`src/rtl/audio_voice_pkg.sv`:
```
package audio_voice_pkg;

  localparam int DATA_W = 16;
  localparam int CNT_W  = 16;
  localparam int VOL_W  = 7;

  typedef enum logic [2:0] {
    VS_IDLE      = 3'b000,
    VS_PRIME     = 3'b001,
    VS_FETCH     = 3'b101,
    VS_EMIT_HI   = 3'b010,
    VS_EMIT_LO   = 3'b011
  } voiceState_e;

  // Strobes from the control automaton to the datapath
  typedef struct packed {
    logic bufLoad;
    logic perLoad;
    logic perDec;
    logic lenLoad;
    logic lenDec;
    logic volLoad;
  } voiceCtl_t;

endpackage

```
`src/rtl/audio_voice_ctrl.sv`:
```
module audio_voice_ctrl
  import audio_voice_pkg::*;
(
  input  logic        clk,
  input  logic        rstN,
  input  logic        tickEn,
  input  logic        datWr,
  input  logic        dmaOn,
  input  logic        irqPend,
  input  logic        perFin,
  input  logic        lenFin,
  output voiceCtl_t   ctl,
  output voiceState_e state,
  output logic        dmaReq,
  output logic        irqReq
);

  voiceState_e nextState;
  logic hasData, newWord, armed;
  logic dmaSet, irqSet, hasClr, newClr, armSet, armFire, lenStep;

  always_comb begin
    nextState = state;
    ctl       = '0;
    dmaSet    = 1'b0;
    irqSet    = 1'b0;
    hasClr    = 1'b0;
    newClr    = 1'b0;
    armSet    = 1'b0;
    armFire   = 1'b0;
    lenStep   = 1'b0;
    unique case (state)
      VS_IDLE: begin
        if (dmaOn) begin
          nextState   = VS_PRIME;
          ctl.lenLoad = 1'b1;
          ctl.perLoad = 1'b1;
          dmaSet      = 1'b1;
        end else if (!irqPend && hasData) begin
          nextState   = VS_EMIT_HI;
          ctl.bufLoad = 1'b1;
          ctl.perLoad = 1'b1;
          ctl.volLoad = 1'b1;
          irqSet      = 1'b1;
          hasClr      = 1'b1;
          newClr      = 1'b1;
        end
      end
      VS_PRIME: begin
        if (!dmaOn) begin
          nextState = VS_IDLE;
        end else if (hasData) begin
          nextState  = VS_FETCH;
          irqSet     = 1'b1;
          ctl.lenDec = !lenFin;
          hasClr     = 1'b1;
          newClr     = 1'b1;
        end
      end
      VS_FETCH: begin
        if (!dmaOn) begin
          nextState = VS_IDLE;
        end else if (hasData) begin
          nextState   = VS_EMIT_HI;
          ctl.bufLoad = 1'b1;
          ctl.perLoad = 1'b1;
          ctl.volLoad = 1'b1;
          dmaSet      = 1'b1;
          hasClr      = 1'b1;
          newClr      = 1'b1;
        end
      end
      VS_EMIT_HI: begin
        if (tickEn) begin
          if (perFin) begin
            nextState   = VS_EMIT_LO;
            ctl.perLoad = 1'b1;
            lenStep     = dmaOn && newWord;
          end else begin
            ctl.perDec = 1'b1;
          end
        end
      end
      VS_EMIT_LO: begin
        if (tickEn) begin
          if (perFin) begin
            if (dmaOn && !irqPend) begin
              nextState   = VS_EMIT_HI;
              ctl.bufLoad = 1'b1;
              ctl.perLoad = 1'b1;
              dmaSet      = 1'b1;
              hasClr      = 1'b1;
              lenStep     = newWord;
              armFire     = armed;
            end else begin
              nextState = VS_IDLE;
            end
          end else begin
            ctl.perDec = 1'b1;
          end
        end
      end
      default: nextState = VS_IDLE;
    endcase

    if (lenStep) begin
      newClr = 1'b1;
      if (lenFin) begin
        ctl.lenLoad = 1'b1;
        armSet      = 1'b1;
      end else begin
        ctl.lenDec = 1'b1;
      end
    end
  end

  always_ff @(posedge clk or negedge rstN) begin
    if (!rstN) begin
      state   <= VS_IDLE;
      hasData <= 1'b0;
      newWord <= 1'b0;
      armed   <= 1'b0;
      dmaReq  <= 1'b0;
      irqReq  <= 1'b0;
    end else begin
      state   <= nextState;
      dmaReq  <= dmaSet;
      irqReq  <= irqSet | armFire;
      if (datWr)       hasData <= 1'b1;
      else if (hasClr) hasData <= 1'b0;
      if (datWr)       newWord <= 1'b1;
      else if (newClr) newWord <= 1'b0;
      if (armSet)       armed <= 1'b1;
      else if (armFire) armed <= 1'b0;
    end
  end

endmodule

```
`src/rtl/audio_voice_dp.sv`:
```
module audio_voice_dp
  import audio_voice_pkg::*;
#(
  parameter int DW = DATA_W,
  parameter int CW = CNT_W,
  parameter int VW = VOL_W
) (
  input  logic          clk,
  input  logic          rstN,
  input  voiceCtl_t     ctl,
  input  voiceState_e   state,
  input  logic          perWr,
  input  logic [CW-1:0] perData,
  input  logic          lenWr,
  input  logic [CW-1:0] lenData,
  input  logic          volWr,
  input  logic [VW-1:0] volIn,
  input  logic          datWr,
  input  logic [DW-1:0] datIn,
  output logic          perFin,
  output logic          lenFin,
  output logic [DW/2-1:0] sampleOut,
  output logic [VW-1:0] volOut
);

  localparam int HALF_W = DW / 2;
  localparam logic [VW-1:0] VOL_FULL = VW'(1) << (VW - 1);

  logic [CW-1:0] perLat, lenLat, perCnt, lenCnt;
  logic [VW-1:0] volLat;
  logic [DW-1:0] holdLat, outBuf;
  logic [VW-1:0] volDecoded;

  // Top code bit forces full scale; otherwise the lower bits are the level
  assign volDecoded = volIn[VW-1] ? VOL_FULL : {1'b0, volIn[VW-2:0]};

  always_ff @(posedge clk or negedge rstN) begin
    if (!rstN) begin
      perLat  <= '0;
      lenLat  <= '0;
      volLat  <= '0;
      holdLat <= '0;
    end else begin
      if (perWr) perLat  <= perData;
      if (lenWr) lenLat  <= lenData;
      if (volWr) volLat  <= volDecoded;
      if (datWr) holdLat <= datIn;
    end
  end

  always_ff @(posedge clk or negedge rstN) begin
    if (!rstN) begin
      perCnt <= '0;
      lenCnt <= '0;
      outBuf <= '0;
      volOut <= '0;
    end else begin
      if (ctl.perLoad)     perCnt <= perLat;
      else if (ctl.perDec) perCnt <= perCnt - 1'b1;
      if (ctl.lenLoad)     lenCnt <= lenLat;
      else if (ctl.lenDec) lenCnt <= lenCnt - 1'b1;
      if (ctl.bufLoad)     outBuf <= holdLat;
      if (ctl.volLoad)     volOut <= volLat;
    end
  end

  assign perFin = (perCnt == CW'(1));
  assign lenFin = (lenCnt == CW'(1));

  always_comb begin
    unique case (state)
      VS_EMIT_HI: sampleOut = outBuf[DW-1:HALF_W];
      VS_EMIT_LO: sampleOut = outBuf[HALF_W-1:0];
      default:    sampleOut = '0;
    endcase
  end

endmodule

```
`src/rtl/audio_voice_fsm.sv`:
```
module audio_voice_fsm
  import audio_voice_pkg::*;
(
  input  logic              clk,
  input  logic              rstN,
  input  logic              tickEn,
  input  logic              perWr,
  input  logic [CNT_W-1:0]  perData,
  input  logic              lenWr,
  input  logic [CNT_W-1:0]  lenData,
  input  logic              volWr,
  input  logic [VOL_W-1:0]  volIn,
  input  logic              datWr,
  input  logic [DATA_W-1:0] datIn,
  input  logic              dmaOn,
  input  logic              irqPend,
  output logic              dmaReq,
  output logic              irqReq,
  output logic [DATA_W/2-1:0] sampleOut,
  output logic [VOL_W-1:0]  volOut,
  output logic [2:0]        stateOut
);

  voiceCtl_t   ctl;
  voiceState_e state;
  logic        perFin, lenFin;

  audio_voice_ctrl u_ctrl (
    .clk     (clk),
    .rstN    (rstN),
    .tickEn  (tickEn),
    .datWr   (datWr),
    .dmaOn   (dmaOn),
    .irqPend (irqPend),
    .perFin  (perFin),
    .lenFin  (lenFin),
    .ctl     (ctl),
    .state   (state),
    .dmaReq  (dmaReq),
    .irqReq  (irqReq)
  );

  audio_voice_dp #(
    .DW (DATA_W),
    .CW (CNT_W),
    .VW (VOL_W)
  ) u_dp (
    .clk       (clk),
    .rstN      (rstN),
    .ctl       (ctl),
    .state     (state),
    .perWr     (perWr),
    .perData   (perData),
    .lenWr     (lenWr),
    .lenData   (lenData),
    .volWr     (volWr),
    .volIn     (volIn),
    .datWr     (datWr),
    .datIn     (datIn),
    .perFin    (perFin),
    .lenFin    (lenFin),
    .sampleOut (sampleOut),
    .volOut    (volOut)
  );

  assign stateOut = state;

endmodule

```
`config.mk`:
```
export PLATFORM = sky130hd
export DESIGN_NAME = audio_voice_fsm
export DESIGN_NICKNAME = d
export VERILOG_FILES = /design/src/rtl/audio_voice_pkg.sv /design/src/rtl/audio_voice_ctrl.sv /design/src/rtl/audio_voice_dp.sv /design/src/rtl/audio_voice_fsm.sv
export SDC_FILE = /design/constraint.sdc
export NUM_CORES = 1
export LEC_CHECK = 0
export CORE_ASPECT_RATIO = 1.5
export CORE_MARGIN = 1.5
export CORE_UTILIZATION = 30
export CTS_CLUSTER_DIAMETER = 120
export CTS_CLUSTER_SIZE = 14
export DETAILED_ROUTE_END_ITERATION = 12
export HOLD_SLACK_MARGIN = 0.08
export PLACE_DENSITY = 0.47
export SETUP_SLACK_MARGIN = 0.2
export SLEW_MARGIN = 20
export SYNTH_ARGS = -nofsm -noshare
export SYNTH_HDL_FRONTEND = slang
export SYNTH_SLANG_ARGS = --single-unit
```
`constraint.sdc`:
```
create_clock -name clk -period 3.1 [get_ports clk]
set_input_delay 0.465 -clock clk [delete_from_list [all_inputs] [get_ports clk]]
set_output_delay 0.465 -clock clk [all_outputs]
set_load 0.05 [all_outputs]
```
==> qor.yml <==
start_kind: "register"
yosysTopAreaCell: "dfrtp_1"
post-place-ws_ns: 0.414
comb_power_share_pct: 30.5
viasPerCell: 4.84
ys.flop_type: "dfrtp_1"
synth_most_common_cell: "dfrtp_1"
rsz0062_at_grt: "false"
grt_pass1_wl_um: 21500
power_density_nw_per_um2: 823
critical_path_buf_inv_count: 1
wl_met3_um: 438
grt_overflow: 0
clkLatencyLatePin_ns: 0.42
clkTransAtPathRegs_ns: 0.06
met2_length_um: 6500
cts_buffers: 17
syn_nets: 554
async_flop_share_pct: 100
timing.hold.ws_ns: 0.469
placementRows: 60
ant_nets: 0
p_switching_mw: 2.10
die_h_um: 170
finalClockSkew_ns: 0.00693
die_w_um: 114
nets: 645
crit_chain: "nand2b_1 -> nor2_1 -> clkdlybuf4s50_1"
nFillCells: 1751
worst_slack_ns: 0.355
synth_cells: 486
antenna_found_initial: 0
finalHoldViolCount: 0
syn_area_um2: 5570
hp-class: "in2async"
synth_edf_count: 0
htree_levels: 4
dr.max_layer_used: "met4"
diodes: 0
multi_input_area_um2: 2430
syn_area_per_cell_um2: 11.5
cpMaxStageDelayCell: "clkdlybuf4s50_1"
cts_tree: "done"
route.detailed.drc: 0
globalRouteTotalUtil_pct: 14.2
tightest_slew_ns: 0.874
synth-seq-cells: 118
power_frac_seq_pct: 37.6
area_growth_pct: 30.9
vias: 4053
gp_congestion: 0.805
slew_headroom_pct: 41.5
cp_slowest_stage_delay_ns: 0.84
synth_cell_types: 62
clock-sinks: 118
crit_family: "buffers and inverters"
ir_drop_mv: 0.348
required_ns: 2.63
period_share_pct: 88.5
p_clk_share_pct: 31.9
slew_violations: 0
crit_path_max_fanout: 10
fin_tns_setup_ns: 0
power.internal_mw: 3.91
dieArea_um2: 19400
cts_buffer_depth: 2
grt_max_degree: 52
wirelength_um: 12900
grt_pass1_vias: 4169
hpwl_um: 8960
seq_area_um2: 2950
root_buffer: "clkbuf_16"
period_minus_slack_ns: 2.74
synthTopCellsByCount: "118 x dfrtp_1, 65 x mux2_2, 34 x nor2_1"
yosys.area.top_type_share_pct: 53.0
drt_iter0_markers: 184
start_util_pct: 30.8
io_buffers: 83
cp-end-kind: "output port"
wl_met1_um: 5670
netSwitchingFraction_pct: 34.9
core_um2: 18100
ys_warn_count: 0
max_cap_viol_count: 0
ioPinCount: 84
wl_per_cell_um: 15.4
status: "complete, no violations"
critical_path_class: "reg2out"
critPathArrivalTime_ns: 2.28
synth.yosys.seq_area_share_pct: 53.0
final_layout_size_suffix_gt1_share_pct: 21.4
dr.pass1.iters: 4
yosys-top-cells-area: "dfrtp_1 53%, mux2_2 13%, a221o_1 2.9%"
fmax_mhz: 364
total_power_mw: 6.01
finalSetupViolations: 0
power.leakage_nw: 3.08
-- timing repair --
item	4_1_cts	5_1_grt
gates resized for setup	0	0
setup buffers	0	0
hold endpoints to repair	18	0
hold buffers	1	0
-- kinds of logic after synthesis --
family,share of synthesized area [%]
adder cells (fa/ha/maj),0.898
AO/OA/AOI/OAI,13.3
flip-flops,53.0
multiplexers,14.7
XOR/XNOR,0.943
AND/OR/NAND/NOR,13.8
buffers and inverters,3.39
-- flip-flops by register name, summed over array words and instances, names as in the netlist, 3 cells and up --
| signal | cells |
|---|---|
| u_dp.lenLat | 16 |
| u_dp.lenCnt | 16 |
| u_dp.volOut | 7 |
| u_dp.perLat | 16 |
| u_dp.holdLat | 16 |
| u_dp.perCnt | 16 |
| u_dp.outBuf | 16 |
| u_dp.volLat | 7 |
| u_ctrl.state | 3 |
-- layer usage --
layer,vias to the layer above,track usage (%)
li1,1964,-
met1,1980,17.4
met2,86,23.5
met3,23,3.45
met4,0,6.85
met5,-,0
-- worst paths after layout --
kind	startpoint	to	slack [ns]	cells after the start
max	u_ctrl.state[2]	sampleOut[0]	0.36	3
min	rstN	u_dp.lenLat[14]	0.47	2
max reg2reg	u_dp.lenCnt[6]	u_dp.lenCnt[3]	0.45	6
min reg2reg	u_ctrl.armed	u_ctrl.armed	0.48	2
max in group asynchronous	rstN	u_dp.outBuf[4]	1.69	3
min in group clk	u_ctrl.armed	u_ctrl.armed	0.48	2
-- power by group through the flow --
stage	clock network, mW	registers (mW)	logic, mW
global placement	0	2.28	1.82
global route	2.05	2.32	2.02
detailed placement	0	2.28	1.85
finish	1.92	2.26	1.83
floorplan	0	2.26	1.30
CTS	1.98	2.26	1.86
-- worst reg2reg max path, cell delays in order (launching register included) --
cell	delay [ns]
dfrtp_1	0.43
or3_1	0.47
nor4_4	0.32
nand4_2	0.35
a211oi_2	0.65
o21bai_1	0.21
a221o_1	0.16
-- cell usage in the layout (no fill, tap or decap), types with 11 or more instances in the layout --
cell	synthesis	routed
nor2_1	34	34
buf_4	4	14
clkbuf_16	0	17
a21oi_1	16	16
mux2_2	65	65
inv_1	17	17
a221o_1	16	16
nand2_1	30	30
clkdlybuf4s50_1	0	82
o21ai_0	29	29
dfrtp_1	118	118
nor3_1	11	11
-- per-stage QoR --
stage | util (%) | instances | instance area, um^2
after global routing | 40.3 | 838 | 7300
after floorplan | - | 486 | 5570
after detailed placement | 37.1 | 805 | 6710
final | 40.3 | 838 | 7300
after CTS | 40.3 | 838 | 7300
after global placement | 37.1 | 805 | 6710
-- layout make-up --
type	count	share of cell area, %
inverter	17	0.874
clock buffer	17	5.83
tap	248	4.25
timing repair buffer	98	13.1
sequential	118	40.5
multi-input combinational	325	33.3
clock inverter	15	2.14
(Power assumes the default switching activity.)
